<file path="src/rtl/mseq_pkg.sv">
package mseq_pkg;
  localparam int unsigned WORD_W = 16;
  localparam int unsigned BYTE_W = 8;
  localparam int unsigned RF_N   = 32;
  localparam int unsigned IDX_W  = $clog2(RF_N);
  localparam int unsigned STEP_W = 5;

  localparam logic [IDX_W-1:0] IDX_PL_LO = IDX_W'(26);
  localparam logic [IDX_W-1:0] IDX_PL_HI = IDX_W'(27);
  localparam logic [IDX_W-1:0] IDX_PT_LO = IDX_W'(30);
  localparam logic [IDX_W-1:0] IDX_PT_HI = IDX_W'(31);

  localparam logic [WORD_W-1:0] OPC_CALL_IND = 16'h9509;
  localparam logic [6:0]        OPC_STD_TOP  = 7'b1001001;
  localparam logic [3:0]        OPC_STD_BOT  = 4'b1110;

  typedef enum logic [STEP_W-1:0] {
    ST_F0 = 5'd0,  ST_F1 = 5'd1,  ST_F2 = 5'd2,  ST_F3 = 5'd3,
    ST_F4 = 5'd4,  ST_F5 = 5'd5,
    ST_S0 = 5'd8,  ST_S1 = 5'd9,  ST_S2 = 5'd10, ST_S3 = 5'd11,
    ST_S4 = 5'd12, ST_S5 = 5'd13, ST_S6 = 5'd14,
    ST_C0 = 5'd16, ST_C1 = 5'd17, ST_C2 = 5'd18, ST_C3 = 5'd19,
    ST_C4 = 5'd20, ST_C5 = 5'd21, ST_C6 = 5'd22, ST_C7 = 5'd23,
    ST_BAD = 5'd31
  } step_e;

  typedef enum logic [2:0] {
    BUS_NONE, BUS_PC, BUS_AC, BUS_SP, BUS_MDR, BUS_RF
  } bus_e;

  typedef enum logic [2:0] {
    RS_PLO, RS_PHI, RS_TLO, RS_THI, RS_OPR
  } rsel_e;

  typedef enum logic [1:0] {OP_STD, OP_CALL, OP_BAD} opc_e;

  typedef struct packed {
    bus_e  src;
    logic  hi_lane;
    logic  ld_mar;
    logic  ld_mdr;
    logic  ld_ir_lo;
    logic  ld_ir_hi;
    logic  ld_ac_lo;
    logic  ld_ac_hi;
    logic  ld_pc_lo;
    logic  ld_pc_hi;
    logic  rf_we;
    rsel_e rsel;
    logic  ac_dec;
    logic  pc_inc;
    logic  sp_dec;
    logic  mem_rd;
    logic  mem_wr;
  } uop_t;

  function automatic opc_e classify(input logic [WORD_W-1:0] w);
    if (w[15:9] == OPC_STD_TOP && w[3:0] == OPC_STD_BOT) return OP_STD;
    else if (w == OPC_CALL_IND) return OP_CALL;
    else return OP_BAD;
  endfunction

  function automatic uop_t uop_of(input step_e s);
    uop_t u;
    u = '0;
    case (s)
      ST_F0: begin u.src = BUS_PC;  u.ld_mar = 1'b1; end
      ST_F1: begin u.mem_rd = 1'b1; u.pc_inc = 1'b1; end
      ST_F2: begin u.src = BUS_MDR; u.ld_ir_lo = 1'b1; end
      ST_F3: begin u.src = BUS_PC;  u.ld_mar = 1'b1; end
      ST_F4: begin u.mem_rd = 1'b1; u.pc_inc = 1'b1; end
      ST_F5: begin u.src = BUS_MDR; u.ld_ir_hi = 1'b1; end
      ST_S0: begin u.src = BUS_RF; u.rsel = RS_PLO; u.ld_ac_lo = 1'b1; end
      ST_S1: begin u.src = BUS_RF; u.rsel = RS_PHI; u.ld_ac_hi = 1'b1; end
      ST_S2: begin u.ac_dec = 1'b1; end
      ST_S3: begin u.src = BUS_AC; u.ld_mar = 1'b1; u.rf_we = 1'b1; u.rsel = RS_PLO; end
      ST_S4: begin u.src = BUS_AC; u.hi_lane = 1'b1; u.rf_we = 1'b1; u.rsel = RS_PHI; end
      ST_S5: begin u.src = BUS_RF; u.rsel = RS_OPR; u.ld_mdr = 1'b1; end
      ST_S6: begin u.mem_wr = 1'b1; end
      ST_C0: begin u.src = BUS_SP; u.ld_mar = 1'b1; end
      ST_C1: begin u.src = BUS_PC; u.ld_mdr = 1'b1; end
      ST_C2: begin u.mem_wr = 1'b1; u.sp_dec = 1'b1; end
      ST_C3: begin u.src = BUS_SP; u.ld_mar = 1'b1; end
      ST_C4: begin u.src = BUS_PC; u.hi_lane = 1'b1; u.ld_mdr = 1'b1; end
      ST_C5: begin u.mem_wr = 1'b1; u.sp_dec = 1'b1; end
      ST_C6: begin u.src = BUS_RF; u.rsel = RS_TLO; u.ld_pc_lo = 1'b1; end
      ST_C7: begin u.src = BUS_RF; u.rsel = RS_THI; u.ld_pc_hi = 1'b1; end
      default: u = '0;
    endcase
    return u;
  endfunction
endpackage

</file>
<file path="src/rtl/mseq_rf.sv">
module mseq_rf
  import mseq_pkg::*;
#(
  parameter int unsigned DEPTH = RF_N,
  parameter int unsigned AW    = $clog2(DEPTH),
  parameter logic [DEPTH*BYTE_W-1:0] INIT = '0
) (
  input  logic              clk,
  input  logic              rst,
  input  logic [AW-1:0]     idx,
  input  logic              we,
  input  logic [BYTE_W-1:0] wdata,
  output logic [BYTE_W-1:0] rdata
);
  logic [BYTE_W-1:0] regs [DEPTH];

  always_ff @(posedge clk) begin
    if (rst) begin
      for (int i = 0; i < int'(DEPTH); i++) regs[i] <= INIT[i*BYTE_W +: BYTE_W];
    end else if (we) begin
      regs[idx] <= wdata;
    end
  end

  assign rdata = regs[idx];
endmodule

</file>
<file path="src/rtl/mseq_ctrl.sv">
module mseq_ctrl
  import mseq_pkg::*;
(
  input  logic              clk,
  input  logic              rst,
  input  logic              mem_ready,
  input  logic [BYTE_W-1:0] ir_lo,
  input  logic [BYTE_W-1:0] mdr,
  output step_e             step,
  output uop_t              u,
  output logic              fire
);
  step_e nxt;
  logic  mem_op;

  always_comb begin
    u      = uop_of(step);
    mem_op = u.mem_rd | u.mem_wr;
    fire   = !mem_op || mem_ready;
  end

  always_comb begin
    nxt = step;
    if (fire) begin
      case (step)
        ST_F5: begin
          case (classify({mdr, ir_lo}))
            OP_STD:  nxt = ST_S0;
            OP_CALL: nxt = ST_C0;
            default: nxt = ST_BAD;
          endcase
        end
        ST_S6, ST_C7, ST_BAD: nxt = ST_F0;
        default: nxt = step_e'(step + STEP_W'(1));
      endcase
    end
  end

  always_ff @(posedge clk) begin
    if (rst) step <= ST_F0;
    else     step <= nxt;
  end

  AST_EXEC_ENTRY: assert property (@(posedge clk) disable iff (rst)
    (step == ST_F5) |=> (step == ST_S0 || step == ST_C0 || step == ST_BAD));
endmodule

</file>
<file path="src/rtl/mseq_dp.sv">
module mseq_dp
  import mseq_pkg::*;
#(
  parameter logic [WORD_W-1:0] PC_RESET = '0,
  parameter logic [WORD_W-1:0] SP_RESET = '1
) (
  input  logic              clk,
  input  logic              rst,
  input  step_e             step,
  input  uop_t              u,
  input  logic              fire,
  input  logic [BYTE_W-1:0] mem_rdata,
  input  logic [BYTE_W-1:0] rf_rdata,
  output logic [IDX_W-1:0]  rf_idx,
  output logic              rf_we,
  output logic [BYTE_W-1:0] rf_wdata,
  output logic [WORD_W-1:0] mar,
  output logic [BYTE_W-1:0] mdr,
  output logic [WORD_W-1:0] ir
);
  logic [WORD_W-1:0] pc, ac, sp, bus;
  logic [BYTE_W-1:0] lane;

  always_comb begin
    case (u.src)
      BUS_PC:  bus = pc;
      BUS_AC:  bus = ac;
      BUS_SP:  bus = sp;
      BUS_MDR: bus = {mdr, mdr};
      BUS_RF:  bus = {rf_rdata, rf_rdata};
      default: bus = '0;
    endcase
    lane = u.hi_lane ? bus[WORD_W-1:BYTE_W] : bus[BYTE_W-1:0];
  end

  always_comb begin
    case (u.rsel)
      RS_PLO:  rf_idx = IDX_PL_LO;
      RS_PHI:  rf_idx = IDX_PL_HI;
      RS_TLO:  rf_idx = IDX_PT_LO;
      RS_THI:  rf_idx = IDX_PT_HI;
      default: rf_idx = ir[4 +: IDX_W];
    endcase
  end

  assign rf_we    = u.rf_we & fire;
  assign rf_wdata = lane;

  always_ff @(posedge clk) begin
    if (rst) begin
      pc  <= PC_RESET;
      sp  <= SP_RESET;
      ac  <= '0;
      mar <= '0;
      mdr <= '0;
      ir  <= '0;
    end else if (fire) begin
      if (u.ld_mar) mar <= bus;
      if (u.mem_rd)      mdr <= mem_rdata;
      else if (u.ld_mdr) mdr <= lane;
      if (u.ld_ir_lo) ir[BYTE_W-1:0]      <= lane;
      if (u.ld_ir_hi) ir[WORD_W-1:BYTE_W] <= lane;
      if (u.ac_dec) ac <= ac - WORD_W'(1);
      else begin
        if (u.ld_ac_lo) ac[BYTE_W-1:0]      <= lane;
        if (u.ld_ac_hi) ac[WORD_W-1:BYTE_W] <= lane;
      end
      if (u.pc_inc) pc <= pc + WORD_W'(1);
      else begin
        if (u.ld_pc_lo) pc[BYTE_W-1:0]      <= lane;
        if (u.ld_pc_hi) pc[WORD_W-1:BYTE_W] <= lane;
      end
      if (u.sp_dec) sp <= sp - WORD_W'(1);
    end
  end

  // Shadow captures used only by the properties below.
  logic [WORD_W-1:0] cap_pc, cap_ptr, cap_push, cap_tgt;
  always_ff @(posedge clk) begin
    if (rst) begin
      cap_pc <= '0; cap_ptr <= '0; cap_push <= '0; cap_tgt <= '0;
    end else begin
      if (step == ST_F0) cap_pc <= pc;
      if (step == ST_S0) cap_ptr[BYTE_W-1:0]      <= rf_rdata;
      if (step == ST_S1) cap_ptr[WORD_W-1:BYTE_W] <= rf_rdata;
      if (step == ST_C2 && fire) cap_push <= mar;
      if (step == ST_C6) cap_tgt[BYTE_W-1:0]      <= rf_rdata;
      if (step == ST_C7) cap_tgt[WORD_W-1:BYTE_W] <= rf_rdata;
    end
  end

  AST_FETCH_ADVANCE: assert property (@(posedge clk) disable iff (rst)
    (step == ST_F5) |-> (pc == cap_pc + WORD_W'(2)));
  AST_PREDEC_ADDR: assert property (@(posedge clk) disable iff (rst)
    (step == ST_S6) |-> (mar == cap_ptr - WORD_W'(1)));
  AST_PUSH_ORDER: assert property (@(posedge clk) disable iff (rst)
    (step == ST_C5) |-> (mar == cap_push - WORD_W'(1) && mdr == pc[WORD_W-1:BYTE_W]));
  AST_CALL_TARGET: assert property (@(posedge clk) disable iff (rst)
    (step == ST_C7) |=> (pc == cap_tgt));
endmodule

</file>
<file path="src/rtl/mseq_cpu.sv">
module mseq_cpu
  import mseq_pkg::*;
#(
  parameter logic [WORD_W-1:0]      PC_RESET = 16'h0000,
  parameter logic [WORD_W-1:0]      SP_RESET = 16'hFFFF,
  parameter logic [RF_N*BYTE_W-1:0] RF_RESET = '0
) (
  input  logic              clk,
  input  logic              rst,
  output logic              mem_valid,
  input  logic              mem_ready,
  output logic              mem_we,
  output logic [WORD_W-1:0] mem_addr,
  output logic [BYTE_W-1:0] mem_wdata,
  input  logic [BYTE_W-1:0] mem_rdata,
  output logic [STEP_W-1:0] trace_step,
  output logic              err
);
  step_e             step;
  uop_t              u;
  logic              fire;
  logic [IDX_W-1:0]  rf_idx;
  logic              rf_we;
  logic [BYTE_W-1:0] rf_wdata, rf_rdata;
  logic [WORD_W-1:0] mar, ir;
  logic [BYTE_W-1:0] mdr;

  mseq_ctrl u_ctrl (
    .clk(clk), .rst(rst), .mem_ready(mem_ready),
    .ir_lo(ir[BYTE_W-1:0]), .mdr(mdr),
    .step(step), .u(u), .fire(fire)
  );

  mseq_dp #(.PC_RESET(PC_RESET), .SP_RESET(SP_RESET)) u_dp (
    .clk(clk), .rst(rst), .step(step), .u(u), .fire(fire),
    .mem_rdata(mem_rdata), .rf_rdata(rf_rdata),
    .rf_idx(rf_idx), .rf_we(rf_we), .rf_wdata(rf_wdata),
    .mar(mar), .mdr(mdr), .ir(ir)
  );

  mseq_rf #(.DEPTH(RF_N), .INIT(RF_RESET)) u_rf (
    .clk(clk), .rst(rst), .idx(rf_idx), .we(rf_we),
    .wdata(rf_wdata), .rdata(rf_rdata)
  );

  assign mem_valid  = u.mem_rd | u.mem_wr;
  assign mem_we     = u.mem_wr;
  assign mem_addr   = mar;
  assign mem_wdata  = mdr;
  assign trace_step = step;
  assign err        = (step == ST_BAD);

  AST_REQ_HELD: assert property (@(posedge clk) disable iff (rst)
    (mem_valid && !mem_ready) |=> (mem_valid && $stable(mem_addr) &&
                                   $stable(mem_we) && $stable(mem_wdata)));
  AST_BAD_REFETCH: assert property (@(posedge clk) disable iff (rst)
    err |=> (trace_step == STEP_W'(0) && !mem_valid && !err));
endmodule

</file>
<file path="config.mk">
export PLATFORM = sky130hd
export DESIGN_NAME = mseq_cpu
export DESIGN_NICKNAME = d
export VERILOG_FILES = /design/src/rtl/mseq_pkg.sv /design/src/rtl/mseq_rf.sv /design/src/rtl/mseq_ctrl.sv /design/src/rtl/mseq_dp.sv /design/src/rtl/mseq_cpu.sv
export SDC_FILE = /design/constraint.sdc
export NUM_CORES = 1
export LEC_CHECK = 0
export BUFFER_PORTS_ARGS = -buffer_cell sky130_fd_sc_hd__buf_2
export CAP_MARGIN = 20
export CORE_AREA = 4 4 175 177
export CTS_BUF_LIST = sky130_fd_sc_hd__clkbuf_8
export DETAILED_ROUTE_END_ITERATION = 10
export DIE_AREA = 0 0 179 181
export GPL_ROUTABILITY_DRIVEN = 1
export GPL_TIMING_DRIVEN = 1
export HOLD_SLACK_MARGIN = 0.06
export PLACE_DENSITY = 0.74
export SETUP_SLACK_MARGIN = 0.05
export SYNTH_ARGS = -nofsm -noshare
export SYNTH_HDL_FRONTEND = slang
export SYNTH_SLANG_ARGS = --single-unit
</file>
<file path="constraint.sdc">
create_clock -name clk -period 3.15 [get_ports clk]
set_clock_uncertainty 0.15 [all_clocks]
set_input_delay 0.4725 -clock clk [delete_from_list [all_inputs] [get_ports clk]]
set_output_delay 0.4725 -clock clk [all_outputs]
set_load 0.05 [all_outputs]
</file>
==> results_dict.tcl <==
set metrics [dict create \
    status "complete, but fails checks" \
    failed_checks "negative setup slack" \
    power_density_mw_per_mm2 764.8 \
    synth_top_area_frac 0.4848 \
    rrSetupSlack_ns -0.15 \
    clkTransAtPathRegs_ns 0.07 \
    grt_pass1_wl_microns 79180 \
    p_leak_nw 8.656 \
    min_from "mem_rdata[3]" \
    antenna_found_initial 0 \
    netlist_area_sq_mm 0.01586 \
    worst-setup-path-type "flop to flop" \
    core-area_sq_mm 0.02924 \
    drive_gt1_frac 0.3161 \
    seq_power_share 0.347 \
    final_common_cell "edfxtp_1" \
    root_buffer "clkbuf_8" \
    ir_drop_mv 0.4546 \
    viasPerCell 5.840 \
    synthTopCellsByArea "edfxtp_1, dfxtp_1, nand2_1" \
    cap_viol_max_count 0 \
    rsz0062_at_grt "true" \
    die-area_sq_mm 0.03240 \
    hold_ws_ns 0.1785 \
    reg2regPathDepth 15 \
    synth_cell_types 102 \
    yosysWarnings 0 \
    critPathMaxStageDelay_ns 0.37 \
    ys_async_sr_fraction 0 \
    dpl_cell_area_sq_mm 0.01942 \
    clkPwrFrac 0.209 \
    layout.nets 1975 \
    cell_internal_pwr_mw 10.22 \
    grt_max_degree 55 \
    startpoint_type "flop" \
    start_util 0.5422 \
    tritoncts "built" \
    maxSlewHeadroom 0.5012 \
    die_w_microns 179 \
    arrival_ns 3.53 \
    endpoint_kind "flop" \
    drt_first_pass_iters 10 \
    cts_buffers 54 \
    ant_nets 0 \
    synthFlopType "edfxtp_1" \
    fillers 1969 \
    syn_inst 1397 \
    die_h_microns 181 \
    p_switching_mw 6.518 \
    n_antenna_cell 0 \
    finalHoldViolCount 0 \
    ioPinCount 43 \
    grt_pass1_vias 13527 \
    clockBufferDepth 3 \
    power_frac_comb 0.444 \
    cts.sinks 342 \
    worst_pin_slew_ns 0.7455 \
    crit_chain "inv_6 > ha_4 > buf_12 > nand4b_4 > buf_4 > nor2_2 > nand2_1 > o32a_1 > a21oi_2 > a2111oi_4 > buf_4 > a32oi_4 > nor2b_4 > buf_6 > nor2_2" \
    place_hpwl_microns 36700 \
    syn_area_per_cell_sq_um 11.35 \
    synth_edf_count 256 \
    yosys.area.top_type "edfxtp_1" \
    htree_levels 2 \
    insertion_delay_ns 0.61 \
    fin_crit_sh 1.049 \
    drt_iter0_drc 1854 \
    io_buffers 42 \
    gr-total-overflow 0 \
    design_area_sq_mm 0.02189 \
    globalplace.congestion 1.012 \
    wl_per_cell_microns 22.19 \
    setup_viol 45 \
    num_vias 13935 \
    whs_path_depth 4 \
    regArea_sq_mm 0.009423 \
    fmax_ghz 0.3026 \
    whs_endpoint "u_dp.mdr[3]$_SDFFE_PP0P_" \
    grt_usage 0.3216 \
    slew_violations 0 \
    ys_ff_latch 342 \
    layout_common_cells "edfxtp_1, buf_4, conb_1" \
    netSwitchingFraction 0.3893 \
    hold_class "input pin to flop" \
    min_period_ns 3.305 \
    areaGrowthSynthToFinish_pct 38.07 \
    worstPathRequired_ns 3.37 \
    rows 63 \
    crit_path_top_delay_cell "dfxtp_4" \
    r2r-start "u_ctrl.step[1]$_SDFFE_PP0P_" \
    multi_input_area_sq_mm 0.007880 \
    drc_errors 0 \
    fin_ws_ns -0.1548 \
    reg2reg_to "u_rf.regs[26][4]$_SDFFCE_PN0P_" \
    crit_path_max_fanout 6 \
    post-place-ws_ns -0.7121 \
    yosysSeqAreaShare 0.5934 \
    routed_wirelength_microns 52950 \
]
-- cell type report --
| cell class | instances | share of cell area |
|---|---|---|
| flip-flops and latches | 342 | 0.4304 |
| multi-input cells | 1188 | 0.3600 |
| repair buffers | 357 | 0.1399 |
| clock buffers | 57 | 0.03584 |
| well taps | 390 | 0.02229 |
| clock inverters | 39 | 0.008916 |
| inverters | 13 | 0.002629 |
-- Yosys cell counts (all sizes together) (6+ instances only) --
cell type and instances:
a21o 6, a22oi 13, nor3 39, a31oi 36, a21oi 51, o22ai 19
buf 45, a2111oi 9, a211oi 36, nand3 51, edfxtp 256, and3 41
ha 8, mux4 6, mux2i 37, nand4 11, o221ai 7, a222oi 10
inv 12, clkbuf 49, nor2 114, o21ai 89, o31ai 6, o211ai 10
nand2b 13, nor4 21, dfxtp 86, xnor2 10, or3 15, nand2 169
a311oi 11, and4b 6, nor4b 14
-- per-layer routing --
metal  global-route usage  wire (microns)  up-vias
met5                    0               0        -
met3              0.05985            5038      162
met4               0.1486            2664        0
met1               0.4292           20560     6666
li1                     -               -     6297
met2               0.5111           24690      810
-- kinds of logic after synthesis --
| family | Yosys count | synth area share |
|---|---|---|
| simple gates | 530 | 0.1727 |
| compound gates | 351 | 0.1534 |
| flops | 342 | 0.5934 |
| buf+inv | 107 | 0.03322 |
| mux | 46 | 0.03401 |
| xor+xnor | 12 | 0.006629 |
| fa+ha+maj | 8 | 0.006313 |
| other cells | 1 | 0.0002365 |
-- timing repair --
action / CTS / global route
setup buffers: 31 / 19
cloned: 4 / 0
resized for setup: 158 / 76
setup endpoints to repair: 233 / 335
hold buffers: 2 / 0
pin swaps: 40 / 52
endpoints found under the hold margin: 5 / 0
-- flip-flops by register name (all words and copies together), names as in the netlist --
| signal | count |
|---|---|
| u_rf.regs | 256 |
| u_dp.ac | 16 |
| u_dp.mar | 16 |
| u_dp.pc | 16 |
| u_dp.sp | 16 |
| u_dp.ir | 9 |
| u_dp.mdr | 8 |
| u_ctrl.step | 5 |
-- worst max-delay path by stage --
stage          slack (ns)  depth (start not counted)                             end                        start
2_1_floorplan        0.04                         12  u_rf.regs[21][0]$_SDFFCE_PN0P_  u_ctrl.step[0]$_SDFFE_PP0P_
3_3_place_gp        -0.63                         15         u_dp.ac[4]$_SDFFE_PP0P_  u_ctrl.step[1]$_SDFFE_PP0P_
3_5_place_dp        -0.71                         15         u_dp.ac[4]$_SDFFE_PP0P_  u_ctrl.step[1]$_SDFFE_PP0P_
4_1_cts             -0.05                         13  u_rf.regs[27][1]$_SDFFCE_PN0P_  u_ctrl.step[1]$_SDFFE_PP0P_
5_1_grt             -0.24                         13         u_dp.ac[7]$_SDFFE_PP0P_  u_ctrl.step[1]$_SDFFE_PP0P_
6_report            -0.15                         15  u_rf.regs[26][4]$_SDFFCE_PN0P_  u_ctrl.step[1]$_SDFFE_PP0P_
-- stage by stage --
| step | instances | setup TNS (ns) | power, mW | util |
|---|---|---|---|---|
| floorplan | 1636 | 0 | 9.238 | - |
| global placement | 2235 | -15.65 | 11.77 | 0.6641 |
| detailed placement | 2235 | -21.11 | 11.89 | 0.6641 |
| CTS | 2367 | -0.3730 | 16.04 | 0.7323 |
| global route | 2386 | -6.947 | 17.41 | 0.7486 |
| finish | 2386 | -2.662 | 16.74 | 0.7486 |
-- worst max-delay path, delay by kind of cell (launching register included) --
family,cells,cell delay (ns)
compound gates,4,0.88
fa+ha+maj,1,0.20
flops,1,0.37
buf+inv,5,0.68
simple gates,5,0.81
-- power groups by stage --
stage               Clock [mW]  Combinational, mW  Sequential (mW)
floorplan                    0               3.12             6.12
global placement             0               5.97             5.80
detailed placement           0               6.06             5.83
CTS                       3.54               6.73             5.77
global route              3.75               7.82             5.84
finish                    3.50               7.43             5.81
Power figures use the tool's default switching activity.
